File: config.mk
export PLATFORM = sky130hd
export DESIGN_NAME = uart_tx_gated
export DESIGN_NICKNAME = d
export VERILOG_FILES = /design/src/rtl/uart_txg_pkg.sv /design/src/rtl/txg_fifo.sv /design/src/rtl/txg_shifter.sv /design/src/rtl/uart_tx_gated.sv
export SDC_FILE = /design/constraint.sdc
export NUM_CORES = 1
export LEC_CHECK = 0
export ABC_AREA = 1
export CAP_MARGIN = 20
export CORE_ASPECT_RATIO = 1.75
export CORE_MARGIN = 2
export CORE_UTILIZATION = 45
export CTS_CLUSTER_DIAMETER = 50
export CTS_CLUSTER_SIZE = 40
export DETAILED_ROUTE_END_ITERATION = 10
export GPL_TIMING_DRIVEN = 0
export MAX_ROUTING_LAYER = met4
export SYNTH_ARGS = -nofsm -noshare
export SYNTH_HDL_FRONTEND = slang
export SYNTH_SLANG_ARGS = --single-unit
File: constraint.sdc
create_clock -name clk -period 2.1 [get_ports clk]
set_input_delay 0.315 -clock clk [delete_from_list [all_inputs] [get_ports clk]]
set_output_delay 0.315 -clock clk [all_outputs]
set_load 0.005 [all_outputs]
File: src/rtl/uart_txg_pkg.sv
package uart_txg_pkg;

  typedef struct packed {
    logic par_en;
    logic par_odd;
    logic stop2;
  } txg_cfg_t;

  // number of line bits for a character of dw data bits under cfg
  function automatic int unsigned txg_frame_len(input int unsigned dw, input txg_cfg_t cfg);
    return dw + 2 + int'(cfg.par_en) + int'(cfg.stop2);
  endfunction

endpackage

File: src/rtl/txg_fifo.sv
module txg_fifo #(
  parameter int DW    = 8,
  parameter int DEPTH = 16
) (
  input  logic          clk,
  input  logic          rst,
  input  logic          wr_req,
  input  logic [DW-1:0] wr_data,
  input  logic          rd_req,
  output logic [DW-1:0] rd_data,
  output logic          empty,
  output logic          full,
  output logic          overrun
);
  localparam int AW = (DEPTH > 1) ? $clog2(DEPTH) : 1;
  localparam int CW = $clog2(DEPTH + 1);
  localparam logic [CW-1:0] DEPTH_C = CW'(DEPTH);
  localparam logic [AW-1:0] LAST_C  = AW'(DEPTH - 1);

  logic [DW-1:0] mem [DEPTH];
  logic [AW-1:0] wr_ptr, rd_ptr;
  logic [CW-1:0] count, count_nx;
  logic          do_wr, do_rd;

  assign do_wr = wr_req && !full;
  assign do_rd = rd_req && !empty;

  always_comb begin
    count_nx = count;
    if (do_wr && !do_rd) count_nx = count + 1'b1;
    else if (do_rd && !do_wr) count_nx = count - 1'b1;
  end

  // storage write port without reset, so a RAM primitive can hold it
  always_ff @(posedge clk) begin
    if (do_wr) mem[wr_ptr] <= wr_data;
  end

  assign rd_data = mem[rd_ptr];

  always_ff @(posedge clk) begin
    if (rst) begin
      wr_ptr  <= '0;
      rd_ptr  <= '0;
      count   <= '0;
      empty   <= 1'b1;
      full    <= 1'b0;
      overrun <= 1'b0;
    end else begin
      if (do_wr) wr_ptr <= (wr_ptr == LAST_C) ? '0 : wr_ptr + 1'b1;
      if (do_rd) rd_ptr <= (rd_ptr == LAST_C) ? '0 : rd_ptr + 1'b1;
      count <= count_nx;
      empty <= (count_nx == '0);
      full  <= (count_nx == DEPTH_C);
      if (wr_req && full) overrun <= 1'b1;
    end
  end

  AST_NO_OVERFLOW: assert property (@(posedge clk) disable iff (rst)
    (full && wr_req && !rd_req) |=> $stable(count));
  AST_OVERRUN_STICKY: assert property (@(posedge clk) disable iff (rst)
    overrun |=> overrun);
  AST_COUNT_BOUND: assert property (@(posedge clk) disable iff (rst)
    count <= DEPTH_C);

endmodule

File: src/rtl/txg_shifter.sv
module txg_shifter
  import uart_txg_pkg::*;
#(
  parameter int DW = 8
) (
  input  logic          clk,
  input  logic          rst,
  input  logic          tick,
  input  logic          gate,
  input  logic          avail,
  input  logic [DW-1:0] din,
  input  txg_cfg_t      cfg,
  output logic          pop,
  output logic          txd,
  output logic          busy
);
  // bits after the start bit: data, parity slot, two stop slots
  localparam int SW = DW + 3;
  localparam int LW = $clog2(SW + 2);

  logic [SW-1:0] sh;
  logic [SW-1:0] load_val;
  logic [LW-1:0] left;
  logic          par_bit;
  logic          handoff;

  always_comb begin
    par_bit = cfg.par_odd ? ~(^din) : (^din);
    if (cfg.par_en) load_val = {2'b11, par_bit, din};
    else            load_val = {3'b111, din};
  end

  // a new character may only be taken when the line is free or its last bit ends
  assign handoff = (left <= LW'(1));
  assign pop     = tick && handoff && avail && gate;
  assign busy    = (left != '0);

  always_ff @(posedge clk) begin
    if (rst) begin
      txd  <= 1'b1;
      left <= '0;
      sh   <= '1;
    end else if (tick) begin
      if (handoff) begin
        if (avail && gate) begin
          txd  <= 1'b0;
          sh   <= load_val;
          left <= LW'(txg_frame_len(DW, cfg));
        end else begin
          txd  <= 1'b1;
          left <= '0;
        end
      end else begin
        txd  <= sh[0];
        sh   <= {1'b1, sh[SW-1:1]};
        left <= left - 1'b1;
      end
    end
  end

  AST_TXD_ON_TICK: assert property (@(posedge clk) disable iff (rst)
    !tick |=> $stable(txd));
  AST_FRAME_FINISHES: assert property (@(posedge clk) disable iff (rst)
    (left > LW'(1)) |=> (left != '0));
  AST_CLOSED_GATE_HOLDS_LINE: assert property (@(posedge clk) disable iff (rst)
    (left == '0 && !gate) |=> txd);

endmodule

File: src/rtl/uart_tx_gated.sv
module uart_tx_gated
  import uart_txg_pkg::*;
#(
  parameter int DW    = 8,
  parameter int DEPTH = 16
) (
  input  logic          clk,
  input  logic          rst,
  input  logic          baud_tick,
  input  logic          wr_valid,
  input  logic [DW-1:0] wr_byte,
  input  logic          gate_wr,
  input  logic          gate_val,
  input  logic          par_en,
  input  logic          par_odd,
  input  logic          stop2,
  output logic          txd,
  output logic          fifo_full,
  output logic          overrun,
  output logic          tx_idle
);
  logic          gate_q;
  logic          q_empty;
  logic          pop;
  logic          busy;
  logic [DW-1:0] q_data;
  txg_cfg_t      cfg;

  assign cfg = '{par_en: par_en, par_odd: par_odd, stop2: stop2};

  // transmit permit: open out of reset
  always_ff @(posedge clk) begin
    if (rst)          gate_q <= 1'b1;
    else if (gate_wr) gate_q <= gate_val;
  end

  txg_fifo #(.DW(DW), .DEPTH(DEPTH)) i_fifo (
    .clk     (clk),
    .rst     (rst),
    .wr_req  (wr_valid),
    .wr_data (wr_byte),
    .rd_req  (pop),
    .rd_data (q_data),
    .empty   (q_empty),
    .full    (fifo_full),
    .overrun (overrun)
  );

  txg_shifter #(.DW(DW)) i_shift (
    .clk   (clk),
    .rst   (rst),
    .tick  (baud_tick),
    .gate  (gate_q),
    .avail (!q_empty),
    .din   (q_data),
    .cfg   (cfg),
    .pop   (pop),
    .txd   (txd),
    .busy  (busy)
  );

  assign tx_idle = q_empty && !busy;

  AST_IDLE_LINE_HIGH: assert property (@(posedge clk) disable iff (rst)
    tx_idle |-> txd);

endmodule

==> metrics.txt <==
Least-Margin Pin Slew approximately 0.91 ns; gpl congestion 0.916; crit start category register; post-synthesis xor/xnor area fraction 0.00608; Pre-antenna DRT Iters 5; post-synthesis cell count 744; CP Capture Type register; fin crit share 1.03; crit-path cells clkbuf_4, clkbuf_4, nand3_1, nand3_2, nand2_4, buf_4, buf_4, o21ai_0, o211ai_1; # rows 61; Leak 3.76 nW; Synth async-reset ratio 0; area leader, netlist edfxtp_1; Synth Register Bits 163; power density over cell area 1140 nW/um^2; Setup Viol. Count Final 2; IO Pins 21; global-route wire length before repair 28,600 um; Avg Vias per Cell 5.41; Critical Setup Path Class register to register; status finished with violations; synth-to-layout area growth 26.6%; Final #Nets 833; post-layout instance area 9120 um^2; H-tree levels 4; Maximum Capacitance Violations 0; area fraction of the dominant cell type after synthesis 0.533; Adder-Cell Fraction of Synth Area 0.0174; initial drt markers 480; area share of and/or/nand/nor cells after synthesis 0.211; die area 17,100 um^2; Sink Count 163; reg2reg setup slack -0.06 ns; distinct cell type count of the synthesized netlist 36; final antenna-violating net count 0; vias in the first global route 5,366; hold depth 3; Cells after DPL 952; Area contributors post-synth edfxtp_1 53%, nand2_1 11%, dfxtp_1 9.7%; PnR worst setup slack -0.0634 ns; VDD IR max between 0.7 and 0.8 mV; Initial Util 0.456; CTS hold repair buffers 0; number of port buffers 19; fmax around 0.46 GHz; Cell Count, Final, Fillers Out 1,008; main combinational cell family by area after synthesis simple AND/OR/NAND/NOR gates; HP Start baud_tick; CTS clk-pin slew, worst paths 0.06 ns; core area roughly 16,000 um^2; Place WS -0.972 ns; diode count 0; part of the Yosys area used for sequential elements 0.631; Routed WL 19,500 um; slowest cell delay on critical path 0.38 ns; relative slew slack 0.393; Final min period around 2.2 ns; die width 99.7 um; fillers 1,319; footprint of the multi-input gates 2620 um^2; placed cell area 7630 um^2; syn_area_per_cell 9.69 um^2; unrepaired setup endpoints after global routing yes; DRC 0; dominant synthesized flop cell edfxtp_1; Min Hold Slack 0.411 ns; Min-Delay Path Class input port to register; Root Buffer clkbuf_16; Max Fanout on Critical Path 10; post-synth net total slightly below 800; GRT Total Usage 0.233; clk_skew 0.0105 ns; global route total overflow 0; worst reg-to-reg path cell count 9; Seq. cell area 4550 um^2; number of synthesized flops with an enable pin ~130; fraction of layout cells with a size suffix above 1 0.249; Slew Limit Fails 0; mux contribution to synthesized area 0.00139; Mapped Area 7210 um^2; DR vias roughly 5,500; Wirelength per Cell approximately 19 um; Synth Area in Compound Gates 0.0616; Setup TNS -0.104 ns; CTS tree built; largest net degree at the start of global routing 17; Clk Latency, worst-skew pair 0.43 ns; final hold vios 0; post-DP HPWL 12,800 um; critical path data required time between 2 and 2.5 ns; crit path DAT 2.44 ns; Die H roughly 170 um; Yosys warning count 0; number of CTS-inserted buffers 17; failing checks setup timing; clk buf depth 2; Worst path slowest cell dfxtp_1; worst flop-to-flop path endpoint i_shift.sh[0]; Hold EP i_shift.txd; initial antenna violation count 0
-- metal layers --
metal,part of all wire,track usage
met1,0.34,0.232
met2,0.57,0.439
met3,0.051,0.0354
met4,0.033,0.107
met5,0,-
-- Yosys cell counts, types with 6 or more instances --
| cell type | count |
|---|---|
| inv_1 | 84 |
| clkbuf_1 | 6 |
| edfxtp_1 | 128 |
| inv_2 | 7 |
| dfxtp_1 | 35 |
| nand2_1 | 210 |
| nand3_1 | 72 |
| o21ai_0 | 31 |
| nor2_1 | 68 |
| buf_2 | 14 |
| ha_1 | 10 |
| o211ai_1 | 14 |
| a21oi_1 | 18 |
-- worst max-delay path: cells and delay by family, from the launching register on --
family          cells  cell delay, ns
buf+inv             4            0.81
compound gates      2            0.43
simple gates        3            0.39
flops               1            0.38
-- power breakdown --
group	internal (W)	switching [W]	total, W
Clock	0.00184	0.00126	0.00311
Combinational	0.00142	0.00214	0.00355
Sequential	0.00365	0.0000921	0.00374
Total	0.00691	0.00349	0.0104
-- how the worst max path moves through the flow --
| stage | startpoint | endpoint | slack (ns) |
|---|---|---|---|
| after floorplan | wr_valid | i_fifo.mem[3][0] | 0.19 |
| after detailed placement | wr_valid | i_fifo.mem[3][4] | -0.97 |
| after global placement | wr_valid | i_fifo.mem[3][4] | -0.92 |
| after global routing | register | i_shift.sh[8] | -0.22 |
| final | register | i_shift.sh[0] | -0.06 |
| after CTS | register | i_shift.sh[8] | -0.02 |
-- repair_timing --
item / in CTS / in global routing
gates cloned: 1 / 4
gates resized for setup: 59 / 124
setup endpoints to repair: 144 / 79
setup buffers: 7 / 13
pin swaps: 9 / 50
-- area by class of cell --
cell class / instances / share of cell area
flip-flops and latches: 163 / 0.499
clock buffers: 24 / 0.0602
inverters: 92 / 0.0396
well taps: 189 / 0.0259
plain buffers: 28 / 0.0314
clock inverters: 8 / 0.00645
multi-input cells: 460 / 0.287
repair buffers: 44 / 0.0508
-- state kept, by name, indices dropped and copies added (netlist names), named ones only --
name and count:
i_shift.left 4, i_fifo.rd_ptr 4, gate_q 1, i_shift.sh 9
i_fifo.count 5, i_fifo.wr_ptr 4, i_fifo.overrun 1, i_shift.txd 1
i_fifo.full 1, i_fifo.empty 1, i_fifo.mem 128
-- cells by family (layout without fill, tap and decap cells) --
| kind of cell | Yosys count | after routing |
|---|---|---|
| AOI/OAI and AO/OA | 77 | 77 |
| xor gates and xnor gates | 5 | 5 |
| adders and majority gates | 10 | 10 |
| buffers and inverters | 121 | 196 |
| DFF | 163 | 163 |
| muxes | 1 | 1 |
| and+or+nand+nor | 367 | 367 |
-- placed cells by master (no fill, tap or decap), types with 5 or more instances in the layout --
cell,instances
o211ai_1,14
buf_12,5
nand2_1,182
inv_2,12
buf_6,8
xor2_1,5
nor2_1,55
a21oi_1,18
clkbuf_4,6
nor2_2,12
nor2_4,5
buf_4,20
nand3_2,45
dfxtp_1,31
edfxtp_1,128
ha_1,8
o21ai_0,21
nand3_1,25
inv_1,76
clkbuf_16,25
nand2_4,13
nand2_2,17
clkdlybuf4s50_1,18
o21ai_1,14
-- stage by stage --
step                power (W)   util
floorplan             0.00551      -
CTS                   0.00966  0.536
global route           0.0109  0.577
finish                 0.0104  0.577
detailed placement    0.00633  0.483
global placement      0.00626  0.483
No activity file was read; power rests on OpenSTA's default activity.
